==> src/rtl/cmdbuf_pkg.sv <==
package cmdbuf_pkg;
  parameter int CB_ADDR_W = 16;
  parameter int CB_BA_W   = 3;

  typedef struct packed {
    logic                 cs_n;
    logic [CB_BA_W-1:0]   ba;
    logic [CB_ADDR_W-1:0] addr;
    logic                 ras_n;
    logic                 cas_n;
    logic                 we_n;
    logic                 cke;
    logic                 odt;
  } cab_t;

  // 1 when the covered lines plus parity bit hold an odd number of ones
  function automatic logic odd_count(input logic [CB_ADDR_W-1:0] a,
                                     input logic ras_n, input logic cas_n,
                                     input logic we_n, input logic par);
    return ^{a, ras_n, cas_n, we_n, par};
  endfunction
endpackage

==> src/rtl/cab_pipe.sv <==
module cab_pipe
  import cmdbuf_pkg::*;
(
  input  logic clk,
  input  logic rst_n,
  input  cab_t d,
  input  logic par_d,
  output cab_t q,
  output logic par_q
);
  always_ff @(posedge clk or negedge rst_n) begin
    if (!rst_n) begin
      q     <= '0;
      par_q <= 1'b0;
    end else begin
      q     <= d;
      par_q <= par_d;
    end
  end
endmodule

==> src/rtl/par_check.sv <==
module par_check
  import cmdbuf_pkg::*;
(
  input  logic                 cs_n_q,
  input  logic [CB_ADDR_W-1:0] addr_q,
  input  logic                 ras_n_q,
  input  logic                 cas_n_q,
  input  logic                 we_n_q,
  input  logic                 par_q,
  output logic                 mism
);
  logic odd;
  always_comb begin
    odd  = odd_count(addr_q, ras_n_q, cas_n_q, we_n_q, par_q);
    mism = odd && !cs_n_q;
  end
endmodule

==> src/rtl/err_stretch.sv <==
module err_stretch #(
  parameter int HOLD = 2
) (
  input  logic clk,
  input  logic rst_n,
  input  logic mism,
  output logic err_on
);
  localparam int CW = $clog2(HOLD + 1);
  localparam logic [CW-1:0] LOAD = CW'(HOLD);

  logic [CW-1:0] cnt;

  always_ff @(posedge clk or negedge rst_n) begin
    if (!rst_n)          cnt <= '0;
    else if (mism)       cnt <= LOAD;
    else if (cnt != '0)  cnt <= cnt - 1'b1;
  end

  assign err_on = (cnt != '0);

  AST_ERR_FOLLOWS: assert property (@(posedge clk) disable iff (!rst_n)
    mism |=> err_on);
  AST_ERR_CAUSED: assert property (@(posedge clk) disable iff (!rst_n)
    $rose(err_on) |-> $past(mism));
  AST_HOLD_BOUND: assert property (@(posedge clk) disable iff (!rst_n)
    cnt <= LOAD);
endmodule

==> src/rtl/cmd_regbuf.sv <==
module cmd_regbuf
  import cmdbuf_pkg::*;
#(
  parameter int ADDR_W   = CB_ADDR_W,
  parameter int BA_W     = CB_BA_W,
  parameter int HOLD_CYC = 2
) (
  input  logic              clk,
  input  logic              rst_n,
  input  logic              in_cs_n,
  input  logic [BA_W-1:0]   in_ba,
  input  logic [ADDR_W-1:0] in_addr,
  input  logic              in_ras_n,
  input  logic              in_cas_n,
  input  logic              in_we_n,
  input  logic              in_cke,
  input  logic              in_odt,
  input  logic              in_par,
  output logic              out_cs_n,
  output logic [BA_W-1:0]   out_ba,
  output logic [ADDR_W-1:0] out_addr,
  output logic              out_ras_n,
  output logic              out_cas_n,
  output logic              out_we_n,
  output logic              out_cke,
  output logic              out_odt,
  output logic              err_pull_low
);
  localparam int CMD_W = $bits(cab_t);

  cab_t cmd_d, cmd_q;
  logic par_q, mism_w, err_w;
  logic up_q;

  always_comb begin
    cmd_d.cs_n  = in_cs_n;
    cmd_d.ba    = in_ba;
    cmd_d.addr  = in_addr;
    cmd_d.ras_n = in_ras_n;
    cmd_d.cas_n = in_cas_n;
    cmd_d.we_n  = in_we_n;
    cmd_d.cke   = in_cke;
    cmd_d.odt   = in_odt;
  end

  cab_pipe u_pipe (
    .clk   (clk),
    .rst_n (rst_n),
    .d     (cmd_d),
    .par_d (in_par),
    .q     (cmd_q),
    .par_q (par_q)
  );

  par_check u_chk (
    .cs_n_q  (cmd_q.cs_n),
    .addr_q  (cmd_q.addr),
    .ras_n_q (cmd_q.ras_n),
    .cas_n_q (cmd_q.cas_n),
    .we_n_q  (cmd_q.we_n),
    .par_q   (par_q),
    .mism    (mism_w)
  );

  err_stretch #(.HOLD(HOLD_CYC)) u_err (
    .clk    (clk),
    .rst_n  (rst_n),
    .mism   (mism_w),
    .err_on (err_w)
  );

  assign out_cs_n     = cmd_q.cs_n;
  assign out_ba       = cmd_q.ba;
  assign out_addr     = cmd_q.addr;
  assign out_ras_n    = cmd_q.ras_n;
  assign out_cas_n    = cmd_q.cas_n;
  assign out_we_n     = cmd_q.we_n;
  assign out_cke      = cmd_q.cke;
  assign out_odt      = cmd_q.odt;
  assign err_pull_low = err_w;

  // marks that at least one edge has passed with reset high
  always_ff @(posedge clk or negedge rst_n) begin
    if (!rst_n) up_q <= 1'b0;
    else        up_q <= 1'b1;
  end

  AST_PIPE_DELAY: assert property (@(posedge clk) disable iff (!rst_n)
    up_q |-> ({out_cs_n, out_ba, out_addr, out_ras_n, out_cas_n, out_we_n,
               out_cke, out_odt} ==
              $past({in_cs_n, in_ba, in_addr, in_ras_n, in_cas_n, in_we_n,
                     in_cke, in_odt})));
  AST_RESET_LOW: assert property (@(posedge clk)
    !rst_n |-> ({out_cs_n, out_ba, out_addr, out_ras_n, out_cas_n, out_we_n,
                 out_cke, out_odt} == CMD_W'(0)) && !err_pull_low);
endmodule

==> config.mk <==
export PLATFORM = sky130hd
export DESIGN_NAME = cmd_regbuf
export DESIGN_NICKNAME = d
export VERILOG_FILES = /design/src/rtl/cmdbuf_pkg.sv /design/src/rtl/cab_pipe.sv /design/src/rtl/par_check.sv /design/src/rtl/err_stretch.sv /design/src/rtl/cmd_regbuf.sv
export SDC_FILE = /design/constraint.sdc
export NUM_CORES = 1
export LEC_CHECK = 0
export CORE_ASPECT_RATIO = 1.25
export CORE_UTILIZATION = 52
export CTS_CLUSTER_DIAMETER = 150
export DETAILED_ROUTE_END_ITERATION = 10
export DONT_BUFFER_PORTS = 1
export GPL_TIMING_DRIVEN = 0
export PLACE_DENSITY = 0.66
export REMOVE_ABC_BUFFERS = 1
export SYNTH_ARGS = -nofsm -noshare
export SYNTH_HDL_FRONTEND = slang
export SYNTH_SLANG_ARGS = --single-unit
==> constraint.sdc <==
create_clock -name clk -period 1.7 [get_ports clk]
set_input_delay 0.34 -clock clk [delete_from_list [all_inputs] [get_ports clk]]
set_output_delay 0.34 -clock clk [all_outputs]
set_load 0.02 [all_outputs]
### Yosys cells after proc, flatten, opt, wreduce, memory -nomap -nowiden

Index checks and enable logic that the tools add are counted.

| storage, ports and cells | value |
|---|---|
| register bits | 28 |
| word-level logic and storage cells | 18 |

| cells by class | value |
|---|---|
| add/sub/neg operators | 1 |
| multiplexer cells | 2 |
| reduce and logical (&&, ||, !) cells | 5 |

Operators by type and width:

| cell | number |
|---|---|
| $reduce_xor A20 Y1 | 1 |
| $mux W2 | 2 |
| $reduce_bool A2 Y1 | 2 |
| $sub A2 B1 Y2 const B | 1 |
| $logic_and A1 B1 Y1 | 1 |
| $logic_not A1 Y1 | 1 |

### Logic depth before layout (Yosys ltp)

| depth | value |
|---|---|
| depth in word-level cells | 3 |
| depth in mapped cells | 5 |
| gate-level depth less buffers | 5 |

### Hierarchy

From an unflattened synthesis, not the netlist that was laid out.

| unflattened totals | value |
|---|---|
| cells, all modules | 56 |
| area total of the unflattened synthesis | 933.4 um2 |

By module, submodules not included:

| module | times used | cells each | area each (um2) |
|---|---|---|---|
| cab_pipe | 1 | 26 | 650.6 |
| par_check | 1 | 19 | 175.2 |
| err_stretch | 1 | 11 | 107.6 |

### Worst setup path before layout

Ideal clock, no wire load.

| path | value |
|---|---|
| kind | reg2reg |
| start point | register u_pipe.q[18] (netlist bit) |
| end point | register u_err.cnt[1] |
| setup time | 0.126 ns |
| arrival | 1.614 ns |
| required time | 1.574 ns |
| path slack | -0.040 ns |
| stages on the path, launching flop included | 6 |
| clock period less this slack | 1.740 ns |
| path through | dfrtp_1 -> xor2_1 -> xnor2_1 -> xnor3_1 -> xnor2_1 -> a221o_1 |

| between the ends | value |
|---|---|
| word-level cells in the longest chain between the ends | 3 |
| elaborated cells on any way between the ends | 4 |
| classes of those cells | mux (1); reduce/logical (3) |

Ends and longest elaborated chain:

| element | line | text |
|---|---|---|
| start: declaration | cab_pipe.sv:8 | `output cab_t q,` |
| start signal: assignment | cab_pipe.sv:13 | `q <= '0;` |
| start signal: assignment | cab_pipe.sv:16 | `q <= d;` |
| $reduce_xor A20 Y1 (*) | cmdbuf_pkg.sv:20 | `return ^{a, ras_n, cas_n, we_n, par};` |
| $logic_and A1 B1 Y1 (*) | par_check.sv:15 | `mism = odd && !cs_n_q;` |
| $mux W2 / $reduce_bool A2 Y1 (equally long branches) | n/a |  |
| end signal: assignment | err_stretch.sv:17 | `else if (cnt != '0) cnt <= cnt - 1'b1;` |
| end: declaration | err_stretch.sv:12 | `logic [CW-1:0] cnt;` |

Every way passes the cells marked *; elsewhere a longest branch is shown, timed or not.
A chain may end at the register's enable or synchronous reset.

### Final worst setup path

| path | value |
|---|---|
| start point | register u_pipe.q[3] (netlist bit) |
| end point | register u_err.cnt[1] |

The elaborated chain is that of the path after synthesis.

==> metrics.log <==
INFO  metric outcome = complete, but fails checks
INFO  metric failed_checks = negative setup slack
INFO  metric finalWeightedCongestion = 0.5762
INFO  metric cp_num_buf_inv = 0
INFO  metric synth-seq-cells = 28
INFO  metric pwr-share-clk = 18.3%
INFO  metric floorplan.rows = 16
INFO  metric setup-violations-final = 1
INFO  metric grt_setup_unrepaired = true
INFO  metric arrival_time_of_data_at_the_critical_path_endpoint = 2.00 ns
INFO  metric timing.setup.critical_path_class = register to register
INFO  metric final.hold.worst_slack = 0.03696 ns
INFO  metric yosys_warnings = 0
INFO  metric cts_buffers = 3
INFO  metric path_clk_slew = 0.13 ns
INFO  metric drt.antenna.violating_nets = 0
INFO  metric wire_per_inst = 18.22 µm
INFO  metric critical_path.cell_chain = xnor2_2 > xnor2_1 > xnor3_1 > xnor2_1 > a221o_1
INFO  metric clock_tree_from_tritoncts = done
INFO  metric h_tree_lvl_count = 1
INFO  metric worstPathMaxFanout = 2
INFO  metric timing.critical_path.mode_cell = xnor2_1
INFO  metric tightest_slew = 0.2620 ns
INFO  metric timing.max_cap.violations = 0
INFO  metric final_nets = 91
INFO  metric clock_insertion_delay_worst_skew = 0.31 ns
INFO  metric syn_area = 927.1 µm²
INFO  metric critical_path.top_delay_family = XOR/XNOR gates
INFO  metric io-pin-count = 54
INFO  metric placeableCoreArea = 0.001622 mm²
INFO  metric clock_tree.buffer_depth = 2
INFO  metric share_seq_of_total_power = 61.4%
INFO  metric worst_setup_path_end_kind = register
INFO  metric critical_path.max_stage_delay = 0.49 ns
INFO  metric drt_first_iter_violations = 4
INFO  metric gate_count_of_the_mapped_netlist = 55
INFO  metric power.leakage = 0.0004485 µW
INFO  metric netlist.top_cell.by_area = dfrtp_1
INFO  metric timing.hold.worst_path_depth = 0
INFO  metric total_switching_power = 366.5 µW
INFO  metric finalWirelength = 1421 µm
INFO  metric synth.top_cells.by_area = dfrtp_1, xnor2_1, xor2_1
INFO  metric slack_of_the_critical_path = -0.08477 ns
INFO  metric synth.top_cell.area_share = 75.57%
INFO  metric cp_required = 1.91 ns
INFO  metric peak_supply_drop = 0.0008198 V
INFO  metric syn2layout_area_growth = 11.07%
INFO  metric drive_above_1_share = 26.67%
INFO  metric reg2reg_from = u_pipe.q[3]
INFO  metric num_vias = 438
INFO  metric timing.clock.skew = 0.01158 ns
INFO  metric hp_start = in_addr[0]
INFO  metric reg2reg_path_depth = 5
INFO  metric drcViolationCount = 0
INFO  metric worst_r2r_endpoint = u_err.cnt[1]
INFO  metric slew_headroom = 82.53%
INFO  metric p_int = 947.2 µW
INFO  metric timing.critical_path.slowest_stage_cell = dfrtp_2
INFO  metric port-buffer-count = 0
INFO  metric clock_tree.root_cell = clkbuf_4
INFO  metric global_route_total_overflow = 0
INFO  metric final_hold_viol_count = 0
INFO  metric die-height = 49.21 µm
INFO  metric pwr_density_cell = 1276 mW/mm²
INFO  metric slew_viol_final = 0
INFO  metric final_period_minus_worst_setup_slack = 1.785 ns
INFO  metric fp.dieArea = 0.001957 mm²
INFO  metric grt_start_max_net_pins = 29
INFO  metric cts_post_setup_buffers_inserted = 0
INFO  metric syn_avg_cell_area = 16.86 µm²
INFO  metric initial_core_util = 57.18%
INFO  metric fmax = 560.3 MHz
INFO  metric hp-class = primary input to register
INFO  metric grt_pass1_wl = 2021 µm
INFO  metric yosysSeqAreaShare = 75.57%
INFO  metric die_w = 39.77 µm
INFO  metric period_utilisation_layout = 105.0%
INFO  metric r2r_slack = -0.08 ns
INFO  metric synth.distinct_cells = 9
INFO  metric grt_pass1_vias = 470
INFO  metric worstSetupStartpointType = register
INFO  metric comb_power_share = 20.4%
INFO  metric dr.pass1.iters = 3
INFO  metric pre_cts_slack = -0.1667 ns
INFO  metric initial_antenna_violation_count = 0
INFO  metric sw_frac_of_total = 27.90%
INFO  metric tritoncts_num_sinks = 28
INFO  metric avgViaCountPerCell = 5.615
INFO  metric groute.usage.overall = 16.07%
INFO  metric n_fill_cell = 115
INFO  metric hold_end = u_pipe.q[5]
INFO  metric antenna-diode-count = 0
layout make-up:
class	instances	area (µm²)	area share [%]
repair buffers	2	30.03	2.916
multi-input cells	23	226.5	21.99
well taps	18	22.52	2.187
flip-flops and latches	28	713.2	69.26
clock buffers	3	22.52	2.187
inverters	4	15.01	1.458
flip-flops by register name, summed over array words and instances, names as in the netlist:
signal and cells:
u_pipe.q 25, u_err.cnt 2, u_pipe.par_q 1
power by group through the flow:
stage                     Sequential (µW)  Clock (µW)  Combinational (µW)
after global placement                812           0                 236
final                                 807         240                 267
after floorplan                       805           0                 220
after global routing                  814         275                 309
after detailed placement              818           0                 247
after CTS                             808         253                 271
worst reg2reg max path: cells and delay by family (launching register included):
family          cells  cell delay (ns)
flops               1             0.49
compound gates      1             0.29
xor+xnor            4             0.92
timing repair:
item                                    CTS  global route
cloned                                    0             0
pin swaps                                 3             0
gates resized for setup                  11             1
endpoints found under the setup margin    2             2
hold endpoints to repair                 28             0
hold buffers                              2             0
Yosys cell counts:
cell     instances
inv_1            4
a21oi_1          1
xnor2_1         15
xor2_1           3
dfrtp_1         28
xnor3_1          1
ha_1             1
nor2_1           1
a221o_1          1
metal layers:
layer	GRT usage, %	part of all wire (%)	routed length (µm)
met1	13.58	29	415
met5	0	0	0
met3	5.023	9.6	136
met4	6.897	0	0
met2	30.33	61	869
per-stage QoR:
| step | total power (µW) | instances | utilization, % | cell area (µm²) | setup TNS (ns) |
|---|---|---|---|---|---|
| 5_1_grt | 1397 | 78 | 63.50 | 1030 | -0.3146 |
| 6_report | 1314 | 78 | 63.50 | 1030 | -0.08477 |
| 2_1_floorplan | 1025 | 55 | - | 927.1 | -0.03984 |
| 4_1_cts | 1332 | 78 | 63.43 | 1028 | -0.1016 |
| 3_3_place_gp | 1048 | 73 | 58.56 | 949.7 | -0.09852 |
| 3_5_place_dp | 1064 | 73 | 58.56 | 949.7 | -0.2127 |
worst max path at each step:
stage | startpoint | endpoint | cells after the start
after CTS | u_pipe.q[3] | u_err.cnt[1] | 5
after global placement | u_pipe.q[18] | u_err.cnt[1] | 5
final | u_pipe.q[3] | u_err.cnt[1] | 5
after detailed placement | u_pipe.q[18] | u_err.cnt[1] | 5
after global routing | u_pipe.q[17] | u_err.cnt[1] | 5
after floorplan | u_pipe.q[18] | u_err.cnt[1] | 5
layout by cell type, fill, tap and decap left out, types with 2 or more instances in the layout:
cell type	n
xnor2_2	2
xor2_1	3
inv_1	4
xnor2_1	13
dfrtp_1	18
clkbuf_4	3
dfrtp_2	10
kinds of logic after synthesis:
logic type | after synthesis | share of synthesized area, %
xor+xnor | 19 | 19.43
simple gates | 1 | 0.4045
compound gates | 2 | 1.619
flops | 28 | 75.57
fa+ha+maj | 1 | 1.349
buf+inv | 4 | 1.619
Note: power is estimated with default switching activity, not from simulation.
